`src/rtl/meshPkg.sv`:
```
package meshPkg;
  typedef struct packed {
    logic doGrant;
    logic doRelease;
  } ctlStrobe_t;
endpackage

```
`src/rtl/xyRouteMask.sv`:
```
module xyRouteMask #(
  parameter int MESH_X = 8,
  parameter int MESH_Y = 8,
  parameter int XW = $clog2(MESH_X),
  parameter int YW = $clog2(MESH_Y),
  parameter int HW = $clog2(MESH_X + MESH_Y - 1),
  parameter int NLINK = 2 * MESH_Y * (MESH_X - 1) + 2 * MESH_X * (MESH_Y - 1)
) (
  input  logic [XW-1:0]    srcX,
  input  logic [YW-1:0]    srcY,
  input  logic [XW-1:0]    dstX,
  input  logic [YW-1:0]    dstY,
  output logic [NLINK-1:0] mask,
  output logic [HW-1:0]    hops
);
  localparam int EW_CNT = MESH_Y * (MESH_X - 1);
  localparam int NS_CNT = MESH_X * (MESH_Y - 1);

  logic goEast, goWest, goNorth, goSouth;
  logic [XW-1:0] spanX;
  logic [YW-1:0] spanY;

  always_comb begin
    goEast  = dstX > srcX;
    goWest  = dstX < srcX;
    goNorth = dstY > srcY;
    goSouth = dstY < srcY;
    spanX   = goWest ? (srcX - dstX) : (dstX - srcX);
    spanY   = goSouth ? (srcY - dstY) : (dstY - srcY);
    hops    = HW'(spanX) + HW'(spanY);
  end

  // horizontal links live in the source row
  for (genvar r = 0; r < MESH_Y; r++) begin : gRow
    for (genvar c = 0; c < MESH_X - 1; c++) begin : gCol
      localparam logic [YW-1:0] RY = YW'(r);
      localparam logic [XW-1:0] CX = XW'(c);
      assign mask[r*(MESH_X-1)+c] =
        (srcY == RY) && goEast && (CX >= srcX) && (CX < dstX);
      assign mask[EW_CNT+r*(MESH_X-1)+c] =
        (srcY == RY) && goWest && (CX >= dstX) && (CX < srcX);
    end
  end

  // vertical links live in the target column
  for (genvar c = 0; c < MESH_X; c++) begin : gVcol
    for (genvar r = 0; r < MESH_Y - 1; r++) begin : gVrow
      localparam logic [YW-1:0] RY = YW'(r);
      localparam logic [XW-1:0] CX = XW'(c);
      assign mask[2*EW_CNT+c*(MESH_Y-1)+r] =
        (dstX == CX) && goNorth && (RY >= srcY) && (RY < dstY);
      assign mask[2*EW_CNT+NS_CNT+c*(MESH_Y-1)+r] =
        (dstX == CX) && goSouth && (RY >= dstY) && (RY < srcY);
    end
  end
endmodule

```
`src/rtl/pathDatapath.sv`:
```
module pathDatapath
  import meshPkg::*;
#(
  parameter int MESH_X = 8,
  parameter int MESH_Y = 8,
  parameter int XW = $clog2(MESH_X),
  parameter int YW = $clog2(MESH_Y),
  parameter int HW = $clog2(MESH_X + MESH_Y - 1),
  parameter int NLINK = 2 * MESH_Y * (MESH_X - 1) + 2 * MESH_X * (MESH_Y - 1)
) (
  input  logic          clk,
  input  logic          rstN,
  input  logic [XW-1:0] reqSrcX,
  input  logic [YW-1:0] reqSrcY,
  input  logic [XW-1:0] reqDstX,
  input  logic [YW-1:0] reqDstY,
  input  logic          relValid,
  input  logic [XW-1:0] relSrcX,
  input  logic [YW-1:0] relSrcY,
  input  logic [XW-1:0] relDstX,
  input  logic [YW-1:0] relDstY,
  input  ctlStrobe_t    strb,
  output logic          conflict,
  output logic          relMissing,
  output logic [HW-1:0] reqHops
);
  logic [NLINK-1:0] occ, reqMask, relMask, relClr, occAfterRel;
  logic [HW-1:0] relHops;

  xyRouteMask #(.MESH_X(MESH_X), .MESH_Y(MESH_Y), .XW(XW), .YW(YW), .HW(HW), .NLINK(NLINK))
    uReqRoute (.srcX(reqSrcX), .srcY(reqSrcY), .dstX(reqDstX), .dstY(reqDstY),
               .mask(reqMask), .hops(reqHops));

  xyRouteMask #(.MESH_X(MESH_X), .MESH_Y(MESH_Y), .XW(XW), .YW(YW), .HW(HW), .NLINK(NLINK))
    uRelRoute (.srcX(relSrcX), .srcY(relSrcY), .dstX(relDstX), .dstY(relDstY),
               .mask(relMask), .hops(relHops));

  always_comb begin
    relClr      = relValid ? relMask : '0;
    occAfterRel = occ & ~relClr;
    conflict    = |(occAfterRel & reqMask);
    relMissing  = |(relMask & ~occ);
  end

  always_ff @(posedge clk) begin
    if (!rstN) occ <= '0;
    else if (strb.doGrant || strb.doRelease)
      occ <= (occ & ~(strb.doRelease ? relMask : '0)) | (strb.doGrant ? reqMask : '0);
  end

  AST_REFUSE_HOLDS_LINKS: assert property (@(posedge clk) disable iff (!rstN)
    (!strb.doGrant && !strb.doRelease) |=> $stable(occ));
  AST_GRANT_MARKS_PATH: assert property (@(posedge clk) disable iff (!rstN)
    strb.doGrant |=> ((occ & $past(reqMask)) == $past(reqMask)));
  AST_GRANT_ON_FREE: assert property (@(posedge clk) disable iff (!rstN)
    (strb.doGrant && !relValid) |-> ((occ & reqMask) == '0));
  AST_RELEASE_FREES_PATH: assert property (@(posedge clk) disable iff (!rstN)
    (strb.doRelease && !strb.doGrant) |=> ((occ & $past(relMask)) == '0));
  AST_HOPS_MATCH_LINKS: assert property (@(posedge clk) disable iff (!rstN)
    ($countones(reqMask) == int'(reqHops)) && ($countones(relMask) == int'(relHops)));
  AST_SELF_ROUTE_EMPTY: assert property (@(posedge clk) disable iff (!rstN)
    ((reqSrcX == reqDstX) && (reqSrcY == reqDstY)) |-> (reqMask == '0));
endmodule

```
`src/rtl/pathControl.sv`:
```
module pathControl
  import meshPkg::*;
#(
  parameter int TAG_W = 16,
  parameter int HW = 4
) (
  input  logic             clk,
  input  logic             rstN,
  input  logic             reqValid,
  input  logic             relValid,
  input  logic [TAG_W-1:0] reqTag,
  input  logic [HW-1:0]    reqHops,
  input  logic             conflict,
  input  logic             relMissing,
  output ctlStrobe_t       strb,
  output logic             respValid,
  output logic             respGrant,
  output logic [TAG_W-1:0] respTag,
  output logic [HW-1:0]    respHops,
  output logic             relError
);
  always_comb begin
    strb.doRelease = relValid;
    strb.doGrant   = reqValid && !conflict;
  end

  always_ff @(posedge clk) begin
    if (!rstN) begin
      respValid <= 1'b0;
      respGrant <= 1'b0;
      respTag   <= '0;
      respHops  <= '0;
      relError  <= 1'b0;
    end else begin
      respValid <= reqValid;
      respGrant <= strb.doGrant;
      respTag   <= reqValid ? reqTag : respTag;
      respHops  <= strb.doGrant ? reqHops : '0;
      relError  <= relValid && relMissing;
    end
  end

  AST_REFUSE_ZERO_HOPS: assert property (@(posedge clk) disable iff (!rstN)
    (respValid && !respGrant) |-> (respHops == '0));
  AST_GRANT_HAS_RESP: assert property (@(posedge clk) disable iff (!rstN)
    respGrant |-> respValid);
  AST_ERR_FOLLOWS_REL: assert property (@(posedge clk) disable iff (!rstN)
    relError |-> $past(relValid));
  AST_RESP_FOLLOWS_REQ: assert property (@(posedge clk) disable iff (!rstN)
    respValid |-> $past(reqValid));
endmodule

```
`src/rtl/meshPathReserve.sv`:
```
module meshPathReserve
  import meshPkg::*;
#(
  parameter int MESH_X = 8,
  parameter int MESH_Y = 8,
  parameter int TAG_W = 16,
  localparam int XW = $clog2(MESH_X),
  localparam int YW = $clog2(MESH_Y),
  localparam int HW = $clog2(MESH_X + MESH_Y - 1),
  localparam int NLINK = 2 * MESH_Y * (MESH_X - 1) + 2 * MESH_X * (MESH_Y - 1)
) (
  input  logic             clk,
  input  logic             rstN,
  input  logic             reqValid,
  input  logic [XW-1:0]    reqSrcX,
  input  logic [YW-1:0]    reqSrcY,
  input  logic [XW-1:0]    reqDstX,
  input  logic [YW-1:0]    reqDstY,
  input  logic [TAG_W-1:0] reqTag,
  input  logic             relValid,
  input  logic [XW-1:0]    relSrcX,
  input  logic [YW-1:0]    relSrcY,
  input  logic [XW-1:0]    relDstX,
  input  logic [YW-1:0]    relDstY,
  output logic             respValid,
  output logic             respGrant,
  output logic [TAG_W-1:0] respTag,
  output logic [HW-1:0]    respHops,
  output logic             relError
);
  ctlStrobe_t strb;
  logic conflict, relMissing;
  logic [HW-1:0] reqHops;

  pathDatapath #(.MESH_X(MESH_X), .MESH_Y(MESH_Y), .XW(XW), .YW(YW), .HW(HW), .NLINK(NLINK))
    uData (.clk(clk), .rstN(rstN),
           .reqSrcX(reqSrcX), .reqSrcY(reqSrcY), .reqDstX(reqDstX), .reqDstY(reqDstY),
           .relValid(relValid),
           .relSrcX(relSrcX), .relSrcY(relSrcY), .relDstX(relDstX), .relDstY(relDstY),
           .strb(strb), .conflict(conflict), .relMissing(relMissing), .reqHops(reqHops));

  pathControl #(.TAG_W(TAG_W), .HW(HW))
    uCtrl (.clk(clk), .rstN(rstN), .reqValid(reqValid), .relValid(relValid),
           .reqTag(reqTag), .reqHops(reqHops), .conflict(conflict), .relMissing(relMissing),
           .strb(strb), .respValid(respValid), .respGrant(respGrant), .respTag(respTag),
           .respHops(respHops), .relError(relError));
endmodule

```
`config.mk`:
```
export PLATFORM = sky130hd
export DESIGN_NAME = meshPathReserve
export DESIGN_NICKNAME = d
export VERILOG_FILES = /design/src/rtl/meshPkg.sv /design/src/rtl/xyRouteMask.sv /design/src/rtl/pathDatapath.sv /design/src/rtl/pathControl.sv /design/src/rtl/meshPathReserve.sv
export SDC_FILE = /design/constraint.sdc
export NUM_CORES = 1
export LEC_CHECK = 0
export ABC_AREA = 0
export CORE_ASPECT_RATIO = 2
export CORE_MARGIN = 3
export CORE_UTILIZATION = 26
export DETAILED_ROUTE_END_ITERATION = 10
export HOLD_SLACK_MARGIN = 0.12
export PLACE_DENSITY = 0.42
export SETUP_SLACK_MARGIN = 0.1
export SLEW_MARGIN = 20
export SYNTH_ARGS = -nofsm -noshare
export SYNTH_HDL_FRONTEND = slang
export SYNTH_HIERARCHICAL = 1
export SYNTH_SLANG_ARGS = --single-unit
```
`constraint.sdc`:
```
create_clock -name clk -period 16 [get_ports clk]
set_input_delay 4.8 -clock clk [delete_from_list [all_inputs] [get_ports clk]]
set_output_delay 4.8 -clock clk [all_outputs]
set_load 0.03 [all_outputs]
```
==> qor.csv <==
stage,metric,value,unit
critical_path,Max stage delay on crit path,970,ps
floorplanning,width of the die,192,um
critical_path,crit path from,reqSrcY[2],
final_layout,FF+latch area,4940,um^2
clocking,CTS tree,yes,
floorplanning,Die H,378,um
critical_path,CP Launch Type,input pin,
sta,Final Max Tran Viols,0,
grt,first-pass GRT wire length,157000,um
grt,initial antenna violation count,3,
drt,top routing layer used,met5,
placed_design,detailed placement HPWL,81300,um
status,status,"complete, no violations",
sta,Worst Tran Pin Value,1230,ps
placed_design,DP Area,19500,um^2
clocking,Clock Pin Slew Worst Setup and Hold Paths,70,ps
grt,vias in the first global route,20000,
critical_path,crit path cell chain,clkdlybuf4s50_1 > inv_1 > ha_1 > nor2_1 > a21o_4 > buf_4 > nor4_1 > nand2_1 > a21oi_1 > nor4_1 > nand4_1 > nor4_1 > nand4_1 > nor2b_4 > buf_4 > a22oi_1 > nor2b_1,
drt,Detailed Route WL,115000,um
power_and_ir_drop,Design Power,0.00175,W
power_and_ir_drop,Power Dens Cells,84.8,nW/um^2
critical_path,CP bufs+invs,4,
final_layout,Area Overhead vs Synth,14.6,%
power_and_ir_drop,worst ir drop on vdd,0.0844,mV
placed_design,routability cong.,0.983,
sta,setup TNS,0,ps
synthesis,synth warn,6,
sta,slew margin rel.,17.4,%
min_path,hold crit path type,register to register,
drt,Avg Vias per Cell,5.94,
job,max-cap violation count,0,
sta,RSZ-0062 raised after global routing,no,
critical_path,CP max stage cell,nor4_1,
clocking,H-tree depth,1,
critical_path,Worst Path Arrival,10920,ps
drt,total number of vias,21500,
clocking,# Post-CTS Setup Buffers,0,
sta,max frequency,96.6,MHz
floorplanning,Rows,135,
sta,clk_skew,30.2,ps
final_layout,"most common cell after layout, fill and taps aside",nand2_1,
final_layout,final net count,2767,
critical_path,CP endpoint kind,register,
sta,"Hold Violations, Final",0,
floorplanning,Initial Util,26.4,%
synthesis,"Avg Cell Area, Syn",6.58,um^2
critical_path,"CP delay by family, top",simple AND/OR/NAND/NOR gates,
drt,met3 routed WL,7760,um
final_layout,Filler cells,7473,
floorplanning,num ports,67,
sta,Final setup viols,0,
floorplanning,Die Area,72500,um^2
drt,Starting DRT DRC Count,2667,
clocking,worst skew pair latency,640,ps
clocking,CTS Root Cell,clkbuf_16,
critical_path,Critical Path Sink,uData/occ[184],
grt,largest net degree at the start of global routing,158,
grt,GRT Overall Usage,30.9,%
clocking,Longest Clk Path Bufs,3,
critical_path,worst-path maximum fanout,74,
placed_design,IO Port Bufs,66,
clocking,Post-CTS Hold Buffers,0,
drt,met1 WL,39000,um
grt,GR Overflow Total,0,
final_layout,multi-input logic area,11300,um^2
clocking,Num CTS Buffers,30,
drt,DR WL/cell,31.9,um
sta,Tmin final,10360,ps
critical_path,critical path type,input pin to register,
critical_path,r2r endpoint,uData/occ[184],
critical_path,internal reg-to-reg setup slack,12130,ps
drt,drt first pass iters,6,
synthesis,Synth Net Count,2799,
synthesis,mapped cell area,18000,um^2
power_and_ir_drop,static leakage,6.00,nW
floorplanning,core box area,68100,um^2
critical_path,Levels on crit path,17,
drt,ANT nets after route,0,
clocking,post-cts sizing count,0,
critical_path,cell mode on critical path,nor4_1,
sta,Final period util,64.7,%
synthesis,Cells after Synth,2731,
critical_path,WP data required,16560,ps
critical_path,Worst Reg2Reg Path Length in Cells,10,
drt,# DRC,0,
clocking,clk sinks,247,
drt,met2 WL,53700,um
final_layout,"Design Area, Final",20600,um^2
critical_path,r2r startpoint,uData/occ[154],
final_layout,most frequent cells in the layout,"nand2_1 (473), dfxtp_1 (247), nor2b_1 (243)",
final_layout,layout cells sized above 1,6.83,%
-- through the flow --
step | cells | hold WS [ps] | utilization, % | setup WS (ps)
3_5_place_dp | 3557 | 510 | 28.7 | 5130
2_1_floorplan | 2731 | 500 | - | 7510
5_1_grt | 3612 | 553 | 30.3 | 5520
4_1_cts | 3612 | 522 | 30.3 | 5750
3_3_place_gp | 3557 | 497 | 28.7 | 4730
6_report | 3613 | 515 | 30.3 | 5640
-- sequential cells by signal (all words and copies together) (netlist names) --
name             flops
uData/occ          224
uCtrl/respTag       16
uCtrl/respHops       4
uCtrl/relError       1
uCtrl/respGrant      1
uCtrl/respValid      1
-- per-layer routing --
metal | track usage [%] | vias up
li1 | - | 9419
met1 | 32.6 | 10300
met2 | 51.3 | 1304
met3 | 4.07 | 472
met4 | 30.8 | 2
met5 | 0 | -
-- worst min path at each step --
| stage | from | to | depth (start not counted) |
|---|---|---|---|
| finish | uCtrl/respTag[2] | uCtrl/respTag[2] | 2 |
| global route | uCtrl/respTag[8] | uCtrl/respTag[8] | 2 |
| CTS | uCtrl/respTag[2] | uCtrl/respTag[2] | 2 |
| detailed placement | uCtrl/respTag[2] | uCtrl/respTag[2] | 2 |
| global placement | uCtrl/respTag[15] | uCtrl/respTag[15] | 2 |
| floorplan | uData/occ[183] | uData/occ[183] | 2 |
-- power by group --
part,leakage (nW),internal [W],switching [W]
sequential,1.99,0.000623,0.00000488
combinational,3.47,0.0000799,0.000256
clock,0.532,0.000448,0.000337
total,6.00,0.00115,0.000597
-- final cells by class --
class                           instances  area share, %
Timing Repair Buffer                  146           6.27
Tap cell                              890           5.40
Antenna cell                            1         0.0121
Inverter                              235           4.28
Sequential cell                       247           24.0
Clock buffer                           41           4.28
Multi-Input combinational cell       2039           54.9
Clock inverter                         14          0.893
-- worst reg2reg max path, cell delays in order (launching register included) --
cell and delay (ps):
dfxtp_1 330, nand2_1 70, a21oi_1 130, nor4_1 970
nand4_1 320, nor4_1 370, nand4_1 210, nor2b_4 190
buf_4 750, a22oi_1 290, nor2b_1 180
Power figures use the tool's default switching activity.
